==> config.mk <==
export PLATFORM = sky130hd
export DESIGN_NAME = octet_fetch_seq
export DESIGN_NICKNAME = d
export VERILOG_FILES = /design/src/rtl/osq_pkg.sv /design/src/rtl/osq_redirect_arb.sv /design/src/rtl/osq_fetch_ptr.sv /design/src/rtl/osq_word_ptr.sv /design/src/rtl/octet_fetch_seq.sv
export SDC_FILE = /design/constraint.sdc
export NUM_CORES = 1
export LEC_CHECK = 0
export CAP_MARGIN = 10
export CORE_MARGIN = 2
export CORE_UTILIZATION = 35
export DETAILED_ROUTE_END_ITERATION = 7
export DONT_BUFFER_PORTS = 1
export GPL_TIMING_DRIVEN = 0
export PLACE_DENSITY = 0.49
export REMOVE_ABC_BUFFERS = 1
export SYNTH_ARGS = -nofsm -noshare
export SYNTH_HDL_FRONTEND = slang
export SYNTH_SLANG_ARGS = --single-unit
==> constraint.sdc <==
create_clock -name clk -period 5.55 [get_ports clk]
set_input_delay 0.555 -clock clk [delete_from_list [all_inputs] [get_ports clk]]
set_output_delay 0.555 -clock clk [all_outputs]
set_load 0.01 [all_outputs]
==> src/rtl/osq_pkg.sv <==
package osq_pkg;

    typedef enum logic [2:0] {
        RD_NONE   = 3'd0,
        RD_HAZARD = 3'd1,
        RD_START  = 3'd2,
        RD_BRANCH = 3'd3,
        RD_LOOP   = 3'd4
    } redir_e;

    function automatic logic redir_moves_pa(redir_e k);
        return (k == RD_HAZARD) || (k == RD_START) || (k == RD_BRANCH);
    endfunction

endpackage

==> src/rtl/osq_redirect_arb.sv <==
module osq_redirect_arb
    import osq_pkg::*;
#(
    parameter int ADDR_W = 24,
    parameter int OFS_W  = 3,
    localparam int OCT_W = ADDR_W - OFS_W
) (
    input  logic              hazard_refetch,
    input  logic              seq_start,
    input  logic              branch_far,
    input  logic              loop_back,
    input  logic [ADDR_W-1:0] l3_addr,
    input  logic [ADDR_W-1:0] tgt_addr,
    input  logic [OCT_W-1:0]  loop_octet,
    output redir_e            kind,
    output logic [OCT_W-1:0]  redir_oct,
    output logic [ADDR_W-1:0] redir_word,
    output logic              pa_from_redir
);

    always_comb begin
        kind       = RD_NONE;
        redir_oct  = '0;
        redir_word = '0;
        if (hazard_refetch) begin
            kind       = RD_HAZARD;
            redir_oct  = l3_addr[ADDR_W-1:OFS_W];
            redir_word = l3_addr;
        end else if (seq_start) begin
            kind       = RD_START;
            redir_oct  = l3_addr[ADDR_W-1:OFS_W];
            redir_word = l3_addr;
        end else if (branch_far) begin
            kind       = RD_BRANCH;
            redir_oct  = tgt_addr[ADDR_W-1:OFS_W];
            redir_word = tgt_addr;
        end else if (loop_back) begin
            kind       = RD_LOOP;
            redir_oct  = loop_octet;
        end
        pa_from_redir = redir_moves_pa(kind);
    end

endmodule

==> src/rtl/osq_fetch_ptr.sv <==
module osq_fetch_ptr
    import osq_pkg::*;
#(
    parameter int OCT_W = 21
) (
    input  redir_e           kind,
    input  logic [OCT_W-1:0] redir_oct,
    input  logic [OCT_W-1:0] la_q,
    input  logic [OCT_W-1:0] oa_q,
    input  logic             req_q,
    input  logic             mem_ack,
    output logic [OCT_W-1:0] la_d,
    output logic [OCT_W-1:0] oa_d,
    output logic             req_d,
    output logic             flush_d
);

    localparam logic [OCT_W-1:0] ONE_OCT = OCT_W'(1);

    logic             redir;
    logic             advance;
    logic [OCT_W-1:0] la_inc;

    always_comb begin
        redir   = (kind != RD_NONE);
        advance = req_q && mem_ack && !redir;
        la_inc  = la_q + ONE_OCT;
        la_d    = la_q;
        oa_d    = oa_q;
        req_d   = req_q;
        if (redir) begin
            la_d  = redir_oct;
            oa_d  = redir_oct;
            req_d = 1'b1;
        end else if (advance) begin
            la_d = la_inc;
            oa_d = la_inc;
        end
        flush_d = redir;
    end

endmodule

==> src/rtl/osq_word_ptr.sv <==
module osq_word_ptr #(
    parameter int ADDR_W = 24,
    parameter int OFS_W  = 3,
    localparam int OCT_W = ADDR_W - OFS_W
) (
    input  logic [ADDR_W-1:0] pa_q,
    input  logic [OCT_W-1:0]  la_q,
    input  logic              pa_from_redir,
    input  logic [ADDR_W-1:0] redir_word,
    input  logic              target_near,
    input  logic [ADDR_W-1:0] tgt_addr,
    input  logic              word_take,
    output logic [ADDR_W-1:0] pa_d
);

    localparam logic [OFS_W-1:0] LAST_WORD = '1;

    logic at_last;

    always_comb begin
        at_last = (pa_q[OFS_W-1:0] == LAST_WORD);
        pa_d    = pa_q;
        if (pa_from_redir) begin
            pa_d = redir_word;
        end else if (target_near) begin
            pa_d = tgt_addr;
        end else if (word_take) begin
            pa_d = at_last ? {la_q, {OFS_W{1'b0}}} : pa_q + ADDR_W'(1);
        end
    end

endmodule

==> src/rtl/octet_fetch_seq.sv <==
module octet_fetch_seq
    import osq_pkg::*;
#(
    parameter int ADDR_W = 24,
    parameter int OFS_W  = 3,
    localparam int OCT_W = ADDR_W - OFS_W
) (
    input  logic              clk,
    input  logic              rst_n,
    input  logic              seq_start,
    input  logic              hazard_refetch,
    input  logic [ADDR_W-1:0] l3_addr,
    input  logic              branch_far,
    input  logic              target_near,
    input  logic [ADDR_W-1:0] tgt_addr,
    input  logic              loop_back,
    input  logic [OCT_W-1:0]  loop_octet,
    input  logic              word_take,
    input  logic              mem_ack,
    output logic              mem_req,
    output logic [OCT_W-1:0]  mem_octet,
    output logic [ADDR_W-1:0] pa_word,
    output logic              flush
);

    typedef struct packed {
        logic [OCT_W-1:0]  la;
        logic [OCT_W-1:0]  oa;
        logic [ADDR_W-1:0] pa;
        logic              req;
        logic              flush;
    } seq_state_t;

    seq_state_t st_d, st_q;

    redir_e            kind;
    logic [OCT_W-1:0]  redir_oct;
    logic [ADDR_W-1:0] redir_word;
    logic              pa_from_redir;
    logic [OCT_W-1:0]  la_nxt, oa_nxt;
    logic [ADDR_W-1:0] pa_nxt;
    logic              req_nxt, flush_nxt;

    osq_redirect_arb #(.ADDR_W(ADDR_W), .OFS_W(OFS_W)) u_arb (
        .hazard_refetch (hazard_refetch),
        .seq_start      (seq_start),
        .branch_far     (branch_far),
        .loop_back      (loop_back),
        .l3_addr        (l3_addr),
        .tgt_addr       (tgt_addr),
        .loop_octet     (loop_octet),
        .kind           (kind),
        .redir_oct      (redir_oct),
        .redir_word     (redir_word),
        .pa_from_redir  (pa_from_redir)
    );

    osq_fetch_ptr #(.OCT_W(OCT_W)) u_fetch (
        .kind      (kind),
        .redir_oct (redir_oct),
        .la_q      (st_q.la),
        .oa_q      (st_q.oa),
        .req_q     (st_q.req),
        .mem_ack   (mem_ack),
        .la_d      (la_nxt),
        .oa_d      (oa_nxt),
        .req_d     (req_nxt),
        .flush_d   (flush_nxt)
    );

    osq_word_ptr #(.ADDR_W(ADDR_W), .OFS_W(OFS_W)) u_word (
        .pa_q          (st_q.pa),
        .la_q          (st_q.la),
        .pa_from_redir (pa_from_redir),
        .redir_word    (redir_word),
        .target_near   (target_near),
        .tgt_addr      (tgt_addr),
        .word_take     (word_take),
        .pa_d          (pa_nxt)
    );

    always_comb begin
        st_d       = st_q;
        st_d.la    = la_nxt;
        st_d.oa    = oa_nxt;
        st_d.pa    = pa_nxt;
        st_d.req   = req_nxt;
        st_d.flush = flush_nxt;
    end

    always_ff @(posedge clk) begin
        if (!rst_n) begin
            st_q <= '0;
        end else begin
            st_q <= st_d;
        end
    end

    assign mem_req   = st_q.req;
    assign mem_octet = st_q.oa;
    assign pa_word   = st_q.pa;
    assign flush     = st_q.flush;

endmodule

==> summary.md <==
| Metric | Value |
|---|---|
| Status | completed |
| H-tree Lvls | 2 |
| WP data arrival | 3.40 ns |
| RSZ-0062 raised after global routing | no |
| Largest net degree at the start of global routing | 39 |
| Hold Path Class | input pin to register |
| Initial Utilization | 36.4% |
| First-pass GRT wire length | 22200 um |
| Worst slew margin | 23.1% |
| Max-cap violations | 0 |
| Asr flop ratio synth | 0% |
| Routed Wire Length | 14500 um |
| First-pass DRT Iterations | 5 |
| Clk slew on worst S/H paths | 0.10 ns |
| Post-synth EDFFs | 0 |
| Initial antenna violation count | 0 |
| Pwr Density | 223 mW/mm^2 |
| Chip width | 105 um |
| Area Growth Syn to Fin | 5.20% |
| Vias/cell | 6.61 |
| DRT antenna net count | 0 |
| Nature of the critical path endpoint | register |
| Fin cells | 601 |
| Clock Latency Late Sink | 0.31 ns |
| R2r startpoint | pa_word[0]$_SDFFE_PN0P_ |
| Hold depth | 1 |
| Num CTS Buffers | 5 |
| Tcrit/Tclk final | 57.3% |
| Die Y | 105 um |
| Synth Instances | 494 |
| 1st-iter DRT viols | 416 |
| Core area | 0.00986 sq mm |
| Worst Max-Slew Pin Slew | 1.15 ns |
| Synth Area per Inst | 7.26 sq um |
| Sequential fraction of the synthesis area | 26.2% |
| Final min period | 3.18 ns |
| Die ar. | 0.0111 sq mm |
| Critical path class | register to register |
| Critical path startpoint | pa_word[0]$_SDFFE_PN0P_ |
| Number of global-route vias before repair | 3788 |
| RD Place Congestion | 0.882 |
| Hold Path Origin | rst_n |
| Synth cell types | 61 |
| Setup TNS Final | 0 ns |
| Slew Limit Fails | 0 |
| Total placed cells including tap cells | 593 |
| CP Data Required Time | 5.77 ns |
| CTS Sinks | 47 |
| Ys Warns | 0 |
| Row count | 36 |
| WL/cell | 24.2 um |
| Most frequent cells in the layout | 47 x dfxtp_1, 45 x nand2_1, 39 x nor2_1 |
| R2r worst-path depth | 7 |
| Main flop type after synthesis | dfxtp_1 |
| CTS root buffer | clkbuf_8 |
| CTS tree | yes |
| Final hold vios | 0 |
| Overflow after GRT | 0 |
| Nets | 548 |
| Fraction of layout instances using a drive strength above 1 | 5.56% |
| Cts hold-fix bufs | 0 |
| Max clock buf depth | 2 |
| IO Count | 125 |
| Max VDD drop | 0.0943 mV |
| Port bufs | 0 |
| Commonest non-fill, non-tap cell in the layout | dfxtp_1 |
| LEAKAGE | 0.00129 uW |
| Diode count | 0 |
| Worst Skew | 0.00663 ns |
| DRC Markers | 0 |
| CP Launch Type | register |
| F_max | 314 MHz |
| Synthesized flop and latch total | 47 |
| Worst Path Max Fanout | 22 |
| Gates resized, CTS repair | 0 |
| Via count | 3973 |
| Setup bufs post-CTS | 0 |
| Final HPWL DP | 10100 um |
| Overall Global Routing Usage | 25.7% |
| Cell Area, Synth | 0.00359 sq mm |
| # setup viols final | 0 |
==> state kept, by name, summed over array words and instances, names as in the netlist <==
signal / count
flush: 1
mem_octet: 21
mem_req: 1
pa_word: 24
==> cells by family (layout without fill, tap and decap cells) <==
kind of cell | Yosys count | count (layout) | synth area share [%]
AND/OR/NAND/NOR | 195 | 195 | 27.7
AO/OA/AOI/OAI | 167 | 167 | 31.5
buffers and inverters | 51 | 25 | 5.79
flip-flops | 47 | 47 | 26.2
XOR/XNOR | 27 | 27 | 6.59
multiplexers | 4 | 4 | 1.12
adder cells (fa/ha/maj) | 3 | 3 | 1.05
==> report_power, final <==
part           switching [uW]  total, uW  internal (uW)
combinational            79.0        138           58.9
sequential               59.0        422            363
clock                     134        280            146
==> worst max-delay path, stage by stage (launching register included) <==
cell and delay, ns:
dfxtp_1 0.51, ha_1 0.25, ha_1 0.74, inv_1 0.59
or3_1 0.48, a31oi_1 0.17, a31oi_1 0.06, o221a_2 0.27
==> cells in the mapped netlist (7+ instances only) <==
library cell	count	area, sq um
a21oi_1	34	170
clkbuf_1	25	93.8
xor2_1	14	123
nand4_1	16	100
nand2_1	45	169
o21ai_0	38	190
a221oi_1	11	96.3
nand3_1	32	160
nor2_1	40	150
o22ai_1	10	62.6
xnor2_1	13	114
dfxtp_1	47	941
o211ai_1	9	67.6
nor3_1	13	65.1
a31oi_1	7	43.8
buf_2	7	35.0
and3_1	7	43.8
inv_1	14	52.6
nor4_1	8	50.1
==> layout make-up <==
type                       count  area (sq um)
inverter                      15          56.3
multi-input combinational    396          2450
timing repair buffer           2          38.8
clock buffer                   6          82.6
tap                          133           166
sequential                    47           941
fill                        1069          6090
clock inverter                 2          35.0
==> per-stage QoR <==
step	power, uW	cell area [sq um]	hold WS, ns	worst slack [ns]	util, %
2_1_floorplan	516	3430	0.527	2.66	-
3_3_place_gp	561	3600	0.566	1.13	36.5
3_5_place_dp	566	3650	0.569	2.36	37.0
4_1_cts	844	3770	0.360	2.36	38.2
5_1_grt	880	3770	0.361	2.21	38.2
6_report	840	3770	0.372	2.37	38.2
==> path summary, 6_finish.rpt <==
kind                                             endpoint  slack, ns
worst max-delay path             pa_word[23]$_SDFFE_PN0P_       2.37
worst min-delay path            mem_octet[4]$_SDFFE_PN0P_       0.37
worst max register to register   pa_word[23]$_SDFFE_PN0P_       2.37
worst min register to register    pa_word[1]$_SDFFE_PN0P_       0.58
==> metal layers <==
layer	wire (um)	up-vias	track usage (%)
met2	6630	223	41.4
met5	0	-	0
met4	368	0	8.00
li1	-	1819	-
met3	1570	24	7.61
met1	5980	1907	33.0
Note: power is estimated with default switching activity, not from simulation.
